File: src/rtl/zcm_pkg.sv
package zcm_pkg;
  localparam int unsigned NUM_CH = 2;

  function automatic logic is_crossing(input logic is_zero, input logic neg_now,
                                       input logic neg_prev);
    return is_zero | (neg_now ^ neg_prev);
  endfunction
endpackage

File: src/rtl/zcm_rst_sync.sv
module zcm_rst_sync (
  input  logic clk,
  input  logic rst_an,
  output logic rst_sn
);
  logic [1:0] sync_q;

  always_ff @(posedge clk or negedge rst_an) begin
    if (!rst_an) sync_q <= '0;
    else         sync_q <= {sync_q[0], 1'b1};
  end

  assign rst_sn = sync_q[1];
endmodule

File: src/rtl/zcm_timer.sv
module zcm_timer #(
  parameter int unsigned TIMEOUT = 1024
) (
  input  logic clk,
  input  logic rst_n,
  input  logic strobe,
  input  logic req,
  output logic force_o
);
  localparam int unsigned CW = (TIMEOUT > 2) ? $clog2(TIMEOUT) : 1;
  localparam logic [CW-1:0] LAST = CW'(TIMEOUT - 1);

  logic          req_q;
  logic          req_chg;
  logic [CW-1:0] cnt_q, cnt_d, cnt_eff;

  always_comb begin
    req_chg = req ^ req_q;
    cnt_eff = req_chg ? '0 : cnt_q;
    force_o = strobe && (cnt_eff == LAST);
    cnt_d   = cnt_eff;
    if (strobe && (cnt_eff != LAST)) cnt_d = cnt_eff + 1'b1;
  end

  always_ff @(posedge clk or negedge rst_n) begin
    if (!rst_n) begin
      req_q <= 1'b0;
      cnt_q <= '0;
    end else begin
      req_q <= req;
      cnt_q <= cnt_d;
    end
  end
endmodule

File: src/rtl/zcm_channel.sv
module zcm_channel #(
  parameter int unsigned DATA_W = 16
) (
  input  logic                     clk,
  input  logic                     rst_n,
  input  logic                     init_done,
  input  logic                     strobe,
  input  logic                     target,
  input  logic                     force_i,
  input  logic signed [DATA_W-1:0] sample,
  output logic                     muted_o,
  output logic signed [DATA_W-1:0] out_o
);
  import zcm_pkg::*;

  logic                     muted_q, muted_d;
  logic                     neg_q, neg_d;
  logic signed [DATA_W-1:0] out_q, out_d;
  logic                     crossing;
  logic                     take;

  always_comb begin
    crossing = is_crossing(sample == '0, sample[DATA_W-1], neg_q);
    take     = (muted_q != target) && (crossing || force_i);
    muted_d  = muted_q;
    neg_d    = neg_q;
    out_d    = out_q;
    if (!init_done) begin
      muted_d = target;
    end else if (strobe) begin
      if (take) muted_d = target;
      out_d = muted_d ? '0 : sample;
      neg_d = sample[DATA_W-1];
    end
  end

  always_ff @(posedge clk or negedge rst_n) begin
    if (!rst_n) begin
      muted_q <= 1'b1;
      neg_q   <= 1'b0;
      out_q   <= '0;
    end else begin
      muted_q <= muted_d;
      neg_q   <= neg_d;
      out_q   <= out_d;
    end
  end

  assign muted_o = muted_q;
  assign out_o   = out_q;
endmodule

File: src/rtl/zc_soft_mute.sv
module zc_soft_mute #(
  parameter int unsigned DATA_W  = 16,
  parameter int unsigned TIMEOUT = 1024
) (
  input  logic                     clk,
  input  logic                     rst_n,
  input  logic                     smp_valid,
  input  logic signed [DATA_W-1:0] in_left,
  input  logic signed [DATA_W-1:0] in_right,
  input  logic                     mute_req,
  output logic signed [DATA_W-1:0] out_left,
  output logic signed [DATA_W-1:0] out_right,
  output logic                     muted
);
  import zcm_pkg::*;

  logic                     rst_s;
  logic                     init_done;
  logic                     force_sw;
  logic signed [DATA_W-1:0] smp_arr [NUM_CH];
  logic signed [DATA_W-1:0] out_arr [NUM_CH];
  logic [NUM_CH-1:0]        mut_vec;

  zcm_rst_sync u_rst (
    .clk    (clk),
    .rst_an (rst_n),
    .rst_sn (rst_s)
  );

  always_ff @(posedge clk or negedge rst_s) begin
    if (!rst_s) init_done <= 1'b0;
    else        init_done <= 1'b1;
  end

  zcm_timer #(.TIMEOUT(TIMEOUT)) u_timer (
    .clk     (clk),
    .rst_n   (rst_s),
    .strobe  (smp_valid & init_done),
    .req     (mute_req),
    .force_o (force_sw)
  );

  assign smp_arr[0] = in_left;
  assign smp_arr[1] = in_right;

  for (genvar g = 0; g < NUM_CH; g++) begin : g_ch
    zcm_channel #(.DATA_W(DATA_W)) u_ch (
      .clk       (clk),
      .rst_n     (rst_s),
      .init_done (init_done),
      .strobe    (smp_valid),
      .target    (mute_req),
      .force_i   (force_sw),
      .sample    (smp_arr[g]),
      .muted_o   (mut_vec[g]),
      .out_o     (out_arr[g])
    );
  end

  assign out_left  = out_arr[0];
  assign out_right = out_arr[1];
  assign muted     = &mut_vec;
endmodule

File: config.mk
export PLATFORM = sky130hd
export DESIGN_NAME = zc_soft_mute
export DESIGN_NICKNAME = d
export VERILOG_FILES = /design/src/rtl/zcm_pkg.sv /design/src/rtl/zcm_rst_sync.sv /design/src/rtl/zcm_timer.sv /design/src/rtl/zcm_channel.sv /design/src/rtl/zc_soft_mute.sv
export SDC_FILE = /design/constraint.sdc
export NUM_CORES = 1
export LEC_CHECK = 0
export ABC_AREA = 1
export BUFFER_PORTS_ARGS = -buffer_cell sky130_fd_sc_hd__buf_2
export CORE_MARGIN = 2
export CORE_UTILIZATION = 35
export CTS_CLUSTER_SIZE = 16
export DETAILED_ROUTE_END_ITERATION = 8
export PLACE_DENSITY_LB_ADDON = 0.05
export SLEW_MARGIN = 20
export SYNTH_ARGS = -nofsm -noshare
export SYNTH_HDL_FRONTEND = slang
export SYNTH_SLANG_ARGS = --single-unit
File: constraint.sdc
create_clock -name clk -period 1.7 [get_ports clk]
set_input_delay 0.17 -clock clk [delete_from_list [all_inputs] [get_ports clk]]
set_output_delay 0.17 -clock clk [all_outputs]
set_load 0.02 [all_outputs]
==> results of run 1 <==
-- repair_timing --
action	CTS	global route
hold buffers	1	0
gates resized for setup	23	13
endpoints found under the setup margin	43	44
buffers inserted	5	3
pin swaps	11	15
hold endpoints to repair	2	0
gates cloned	2	1
-- area by class of cell --
cell class              instances  area, um^2  area share (%)
multi-input cells             242        1270            35.2
repair buffers                100         657            18.2
clock inverters                 2        12.5           0.347
flip-flops and latches         50        1250            34.8
inverters                      55         206            5.72
clock buffers                   6        82.6            2.29
well taps                      99         124            3.43
-- report_power, final --
group / leakage [nW] / switching [mW] / internal (mW)
sequential: 0.643 / 0.0911 / 1.33
combinational: 1.34 / 0.526 / 0.337
clock: 0.0472 / 0.412 / 0.328
total: 2.03 / 1.03 / 2.00
-- per-layer routing --
metal | vias to the layer above | wire [um] | share of wire (%)
li1 | 1277 | - | -
met1 | 1133 | 2970 | 46
met2 | 56 | 3120 | 48
met3 | 10 | 305 | 4.7
met4 | 0 | 119 | 1.8
met5 | - | 0 | 0
-- synthesized netlist by cell type --
cell	count	area share (%)
or2_2	1	0.24
xor2_1	6	2.0
inv_2	1	0.14
nor2_2	1	0.24
conb_1	1	0.14
dfrtp_1	48	46
nand3_2	3	1.2
clkbuf_1	7	1.0
nor3_1	2	0.38
buf_6	2	0.86
nand3_1	41	7.9
nand2_1	103	15
dfstp_2	2	2.0
buf_4	2	0.58
ha_1	1	0.48
inv_1	54	7.8
o21ai_0	3	0.58
a21oi_1	2	0.38
nor2_1	54	7.8
nand4_1	12	2.9
xnor2_1	3	1.0
nand2_2	6	1.4
and2_1	1	0.24
-- per-stage QoR --
| step | cells | TNS (ns) | power [mW] |
|---|---|---|---|
| after floorplan | 357 | -6.15 | 1.91 |
| after global placement | 534 | -8.79 | 2.19 |
| after detailed placement | 534 | -10.92 | 2.20 |
| after CTS | 550 | -9.11 | 3.04 |
| after global routing | 554 | -16.54 | 3.22 |
| final | 554 | -8.23 | 3.03 |
-- worst min path at each step --
| stage | start | slack [ns] | cells after the start | endpoint |
|---|---|---|---|---|
| 6_report | rst_n | 0.16 | 2 | u_rst.sync_q[1]$_DFF_PN0_ |
| 5_1_grt | mute_req | 0.16 | 2 | u_timer.req_q$_DFF_PN0_ |
| 4_1_cts | rst_n | 0.15 | 2 | u_rst.sync_q[1]$_DFF_PN0_ |
| 3_5_place_dp | rst_n | -0.04 | 1 | u_rst.sync_q[0]$_DFF_PN0_ |
| 3_3_place_gp | rst_n | -0.03 | 1 | u_rst.sync_q[0]$_DFF_PN0_ |
| 2_1_floorplan | rst_n | -0.13 | 0 | u_rst.sync_q[0]$_DFF_PN0_ |
-- worst register-to-register path: cells and delay by family, from the launching register on --
kind / cells / cell delay [ns]
adder cells (fa/ha/maj): 1 / 0.15
buffers and inverters: 4 / 0.45
flip-flops: 1 / 0.40
AND/OR/NAND/NOR: 10 / 0.86
-- logic make-up (layout without fill, tap and decap cells) --
logic type	count (synthesis)	in the layout	share of synthesized area, %
and+or+nand+nor	224	225	37.0
xor gates and xnor gates	9	9	3.02
DFF	50	50	48.0
AOI/OAI and AO/OA	5	5	0.959
adders and majority gates	1	1	0.479
buffers and inverters	66	163	10.4
other	1	2	0.144
-- state kept, by name, indices dropped and copies added, names as in the netlist --
register / flops
u_timer.req_q: 1
init_done: 1
u_rst.sync_q: 2
g_ch.u_ch.neg_q: 2
g_ch.u_ch.muted_o: 2
u_timer.cnt_q: 10
g_ch.u_ch.out_o: 32
==> results.md, run 1 <==
Detailed routing:
- The count of TritonRoute iterations in the first routing pass is 4.
- The count of nets left with antenna violations once routing finished came out at 0.
- The detailed router finished its first iteration with 122 violations.
- The final routed DRC violation total is 0.
- Summed over all layers, the routed wires come to between 6000 and 7000 um.
- The routed wire length per instance is approximately 12 um.
- The total via count in the routed design is approximately 2,500.
- The post-detailed-route via-to-cell ratio is ~4.5.

Clocking:
- TritonCTS built the clock tree.
- The maximum clock path buffer count is 2.
- The total clock buffers created by CTS is 5.
- In this run the number of H-tree levels came out at 2.
- The clock reaches the later pin of the worst-skew pair after a little over 0.3 ns.
- CTS placed an instance of clkbuf_8 at the clock tree root.
- Clock-pin slew was measured on the worst setup and hold paths at roughly 0.090 ns.
- The clock sink total is 50.

Final layout:
- The count of fill cells added during filler insertion is 760.
- The number of nets in the finished design is slightly below 500.
- The share of the core filled with cells is between 40% and 50%.
- The proportion of layout cells with a drive suffix above 1 is about 32%.
- The top cell types in the final layout, fill and taps aside, are nand2_1 (97), buf_2 (68), inv_1 (52), nor2_1 (52), dfrtp_1 (47).
- From synthesis to final layout, the design area changed by 38.2%.
- After routing the design area is ~3600 um^2.
- 0 antenna diodes ended up in the layout.
- The library cell used most frequently in the layout, excluding fill and tap cells, is nand2_1.

Critical path:
- The kind of launch point of the worst setup path is a flip-flop.
- The critical path contains buffers and inverters numbering 4 combined.
- The most critical setup path has its startpoint at u_timer.req_q$_DFF_PN0_.
- The startpoint identified for the worst register-to-register timing path is u_timer.req_q$_DFF_PN0_.
- The critical path ends at g_ch[1].u_ch.out_o[15]$_DFFE_PN0P_.
- STA classifies the critical path endpoint as a flip-flop.
- The signal on the critical path passes through inv_2 > nand2_2 > nand2_4 > nor2_4 > ha_4 > nand2_2 > inv_2 > nand4_1 > nor2_2 > nand3_2 > buf_6 > nand3_4 > clkbuf_16 > nand3_1 > nand2_1.
- The required time of the worst setup path is 1.95 ns.
- For this run, the slowest stage of the critical path takes 0.40 ns.
- The worst-path cell with the longest stage delay is dfrtp_1.
- In this run the worst path has a maximum fanout of 8.
- The class of the most critical setup path is flip-flop to flip-flop.
- Setup slack on the worst reg-to-reg path comes out at -0.23 ns.
- The endpoint identified for the worst register-to-register timing path is g_ch[1].u_ch.out_o[15]$_DFFE_PN0P_.
- For the worst flop-to-flop path, the logic depth is 15.
- Counting buffers and inverters, the worst setup path is 15 cells deep.
- The worst endpoint data arrival time is ~2.2 ns.
- The cell class contributing the biggest share of worst-path delay is simple AND/OR/NAND/NOR gates.

Die:
- The initial core utilization is about 36%.
- The count of standard-cell rows is 31.
- For this design the top-level I/O count stands at ~70.
- The die is around 90 um wide.
- The die is 90.4 um tall.
- The total area inside the core boundary comes to 7250 um^2.
- The area enclosed by the die boundary is slightly above 8000 um^2.

Job:
- The max-cap check violation count is 0.

Power and ir drop:
- The total power density per cell area is around 840 nW/um^2.
- IR analysis of the VDD net gives a maximum drop of 0.315 mV.
- For this design the static power due to leakage is roughly 2 nW.

Placed design:
- At the end of routability-driven placement, the weighted congestion stood at between 0.8 and 0.9.
- The number of buffer cells added on primary ports is 68.
- Before CTS, the worst setup slack after placement is -0.323 ns.
- Once placement finished, the instance area stood at about 3200 um^2.
- The final HPWL from detailed placement is between 4000 and 5000 um.

Global routing:
- The pin count of the biggest net entering global routing is 69.
- The global route total overflow is 0.
- Global routing used between 20% and 30% of the available met1 tracks.
- The via count of the first global-routing pass is between 2,000 and 2,500.
- The first-pass GRT wire length is between 10,000 and 15,000 um.
- The most used routing layer in global routing is met2.
- The met2 track demand over resource in global routing is between 20% and 30%.
- The global routing usage on met3 is 3.84%.
- The number of antenna violations at the first check in global routing is 0.
- The total routing usage reported by global routing is approximately 17%.

Synthesis:
- The count of mapped cells out of synthesis is 356.
- The synthesized netlist contains 23 unique library cells.
- The register bit total from synthesis is 50.
- Yosys printed 0 warnings.
- Dividing the synthesized area by the synthesized cell count gives 7.33 um^2.
- The area of the mapped netlist is about 2600 um^2.
- The fraction of the yosys area taken by sequential cells is approximately half.

STA:
- The worst clock skew on the final layout is about 0.01 ns.
- After layout, the minimum clock period comes to between 1.5 and 2 ns.
- Timing would allow up to between 500 and 600 MHz.
- In the finished design, the share of the clock period the worst path needs comes to 113%.
- Setup repair after global routing could not meet its margin everywhere.
- The slew of the pin with the lowest slew margin is roughly 0.69 ns.
- The final hold slack is 0.161 ns.
- The hold violation total from the final report came to 0.
- The number of max-slew violations in the final report is 0.
- After layout, the worst setup slack is -0.227 ns.
- The normalized max-slew margin is a little over half.
- The setup-violating endpoint count in the final report is 43.

Status:
- The final reports fail on negative setup slack.
- The run finished, with violations left.

Min path:
- The min-delay analysis places its worst path in the category input port to async pin.
Power figures use the tool's default switching activity.
==> run 2, diff against run 1 <==
--- a/config.mk
+++ b/config.mk
@@ -7,6 +7,9 @@
 export LEC_CHECK = 0
 export ABC_AREA = 1
 export BUFFER_PORTS_ARGS = -buffer_cell sky130_fd_sc_hd__buf_2
+export CAP_MARGIN = 20
+export CELL_PAD_IN_SITES_DETAIL_PLACEMENT = 0
+export CELL_PAD_IN_SITES_GLOBAL_PLACEMENT = 1
 export CORE_MARGIN = 2
 export CORE_UTILIZATION = 35
 export CTS_CLUSTER_SIZE = 16
==> run 2 against run 1 <==
Compared with the run above:
- the run still ends with negative setup slack left
- worst setup slack gained 0.015 ns
- critical path type unchanged
- die area is the same
- count of clock-buffer cells in the layout is the same
- critical endpoint is now g_ch[0].u_ch.out_o[7]$_DFFE_PN0P_
- wire length grew 2.3%
- utilization grew 1.9 points
- hold slack lost 0.12 ns
==> results.md, run 2 (same netlist as run 1, synthesis figures left out) <==
Final layout:
- The final instance area is between 3000 and 4000 um^2.
- The number of antenna cells inserted is 0.
- Compared with the post-synthesis result, the final layout area differs by 43.5%.
- The library cells used most frequently in the layout, excluding fill and tap cells, are nand2_1 (94), buf_2 (68), inv_1 (51), nor2_1 (51), dfrtp_1 (47).
- The most common library cell in the layout ignoring fill and taps is nand2_1.
- The share of the core filled with cells is 51.6%.
- The count of fill cells added during filler insertion is 738.
- The number of nets in the finished design is 491.
- The sequential cell area in the final layout is about 1300 um^2.
- The proportion of layout cells with a drive suffix above 1 is between 30% and 40%.
- The flip-flop count of the largest register after layout is 32.
- The multi-input gate area in the final layout is between 1000 and 1500 um^2.

Critical path:
- The critical path's largest stage delay is approximately 0.40 ns.
- The capturing instance or port of the critical path is g_ch[0].u_ch.out_o[7]$_DFFE_PN0P_.
- In this run the worst path has a maximum fanout of 8.
- The worst setup path is launched from a flip-flop.
- The worst path buffer plus inverter count is 3.
- For the worst setup path, the data arrival time is about 2.1 ns.
- The worst setup path is captured at a flip-flop.
- The slowest stage of the critical path is the dfrtp_1 cell.
- The endpoint identified for the worst register-to-register timing path is g_ch[0].u_ch.out_o[7]$_DFFE_PN0P_.
- The signal on the critical path passes through inv_2 > nand2_2 > nand2_4 > nor2_4 > ha_4 > nand2_2 > inv_2 > nand4_1 > nor2_2 > nand3_2 > buf_8 > nand2_8 > nand2_8 > nand3_2 > nand2_1.
- The setup slack of the most critical reg-to-reg path is -0.21 ns.
- The cell family contributing the most delay on the critical path is simple AND/OR/NAND/NOR gates.
- The worst register-to-register path begins at u_timer.req_q$_DFF_PN0_.
- The cell count along the critical path is 15.
- The path depth of the worst reg2reg path is 15.
- The critical path starts at u_timer.req_q$_DFF_PN0_.
- STA puts the critical path data required time at 1.90 ns.
- The class of the most critical setup path is flip-flop to flip-flop.

Global routing:
- The global route total overflow is 0.
- Entering global routing, the biggest net connects 69 pins.
- The number of antenna violations at the first check in global routing is 0.
- The total routing usage reported by global routing is between 15 and 20%.
- The first-pass GRT wire length is ~11,000 um.
- The via count of the first global-routing pass is roughly 2,300.

Placed design:
- The number of buffer cells added on primary ports is 68.
- The total cell area at the placement stage is about 3200 um^2.
- Detailed placement ended at an HPWL of 4320 um.
- The congestion estimate from routability-driven global placement came to ~0.80.

STA:
- Setup repair after global routing could not meet its margin everywhere.
- The minimum clock period is 1.91 ns.
- The slew of the pin with the lowest slew margin is approximately 0.7 ns.
- Clock skew on the completed layout was measured at a little under 0.004 ns.
- The slack of the critical path is -0.212 ns.
- The number of max-slew violations in the final report came to 0.
- Static timing analysis puts the maximum clock frequency at about 520 MHz.
- The hold violation total from the final report was 0.
- In this run the tightest slew margin relative to its limit is roughly 53%.
- The setup-violating endpoint count in the final report is 43.
- Dividing the final minimum period by the clock period gives 112%.

Clocking:
- Clock tree synthesis inserted a total of 5 buffers.
- No sink is reached through more buffers than the 2 on the longest clock path.
- After clock tree synthesis, the clock-pin slew on the worst setup and hold paths is about 0.090 ns.
- The root buffer selected by CTS is clkbuf_8.
- The clock latency on the worst-skew pair is roughly 0.30 ns.
- The clock net in this run drives a total of 50 sinks.
- The CTS tree is done.
- The number of H-tree levels is 2.

Die:
- The floorplan has 31 rows.
- Measured along the y axis, the die boundary spans between 90 and 100 um.
- The die is 90.4 um wide.
- The initial utilization of the core area, before any placement, comes to 36.0%.
- The count of boundary I/O pins is 69.
- The core region is between 7000 and 8000 um^2.
- The floorplan step defined a die boundary enclosing about 8000 um^2.

Min path:
- The min-delay analysis places its worst path in the category input port to flip-flop.

Detailed routing:
- The routed wire length is approximately 6700 um.
- For this run, the detailed router's first-pass iteration total came to 4.
- Once detail routing completed, the nets flagged for antenna violations numbered 0.
- The routed wire length per instance is ~12 um.
- The final routed DRC violation total is 0.
- The total via count in the routed design is ~2,500.
- The post-detailed-route via-to-cell ratio is approximately 4.5.
- The detailed router finished its first iteration with 122 violations.

Status:
- The final reports fail on negative setup slack.
- The run finished, with violations left.

Power and ir drop:
- The worst vdd rail ir drop is between 0.3 and 0.4 mV.
- The total power density per cell area is between 800 and 900 nW/um^2.
- The leakage power is 2.05 nW.

Job:
- The max-cap check violation count is 0.
## run 2: worst min path at each step
stage             start                        end  slack, ns  depth (start not counted)
2_1_floorplan     rst_n  u_rst.sync_q[0]$_DFF_PN0_      -0.13                          0
3_3_place_gp      rst_n  u_rst.sync_q[0]$_DFF_PN0_      -0.05                          1
3_5_place_dp      rst_n  u_rst.sync_q[0]$_DFF_PN0_      -0.04                          1
4_1_cts        mute_req    u_timer.req_q$_DFF_PN0_       0.03                          1
5_1_grt        mute_req    u_timer.req_q$_DFF_PN0_       0.03                          1
6_report       mute_req    u_timer.req_q$_DFF_PN0_       0.04                          1
## run 2: per-stage QoR
step	TNS [ns]	instances	hold slack (ns)	setup slack [ns]	power (mW)
2_1_floorplan	-6.15	357	-0.126	-0.210	1.91
3_3_place_gp	-9.68	531	-0.0454	-0.299	2.20
3_5_place_dp	-11.76	531	-0.0425	-0.341	2.20
4_1_cts	-7.67	551	0.0306	-0.205	3.11
5_1_grt	-14.57	554	0.0307	-0.373	3.31
6_report	-7.93	554	0.0404	-0.212	3.10
## run 2: what timing repair did
item	CTS	global route
setup endpoints to repair	43	44
endpoints found under the hold margin	2	0
cloned	4	0
hold buffers	1	0
pin swaps	10	29
setup buffers	8	3
gates resized for setup	33	28
## run 2: final cells by class
class / instances / area share (%)
multi-input cells: 243 / 37.2
flip-flops and latches: 50 / 33.5
repair buffers: 99 / 17.8
inverters: 55 / 5.51
well taps: 99 / 3.31
clock buffers: 6 / 2.21
clock inverters: 2 / 0.434
## run 2: report_power, final
| part | switching [mW] | internal (mW) |
|---|---|---|
| combinational | 0.573 | 0.363 |
| sequential | 0.0871 | 1.33 |
| clock | 0.411 | 0.336 |
## run 2: layer usage
metal | GRT usage, % | vias to the layer above | part of all wire, % | wire (um)
li1 | - | 1281 | - | -
met1 | 23.3 | 1151 | 49 | 3290
met2 | 27.9 | 45 | 46 | 3090
met3 | 2.84 | 5 | 3.5 | 232
met4 | 4.23 | 0 | 0.78 | 52
met5 | 0 | - | 0 | 0
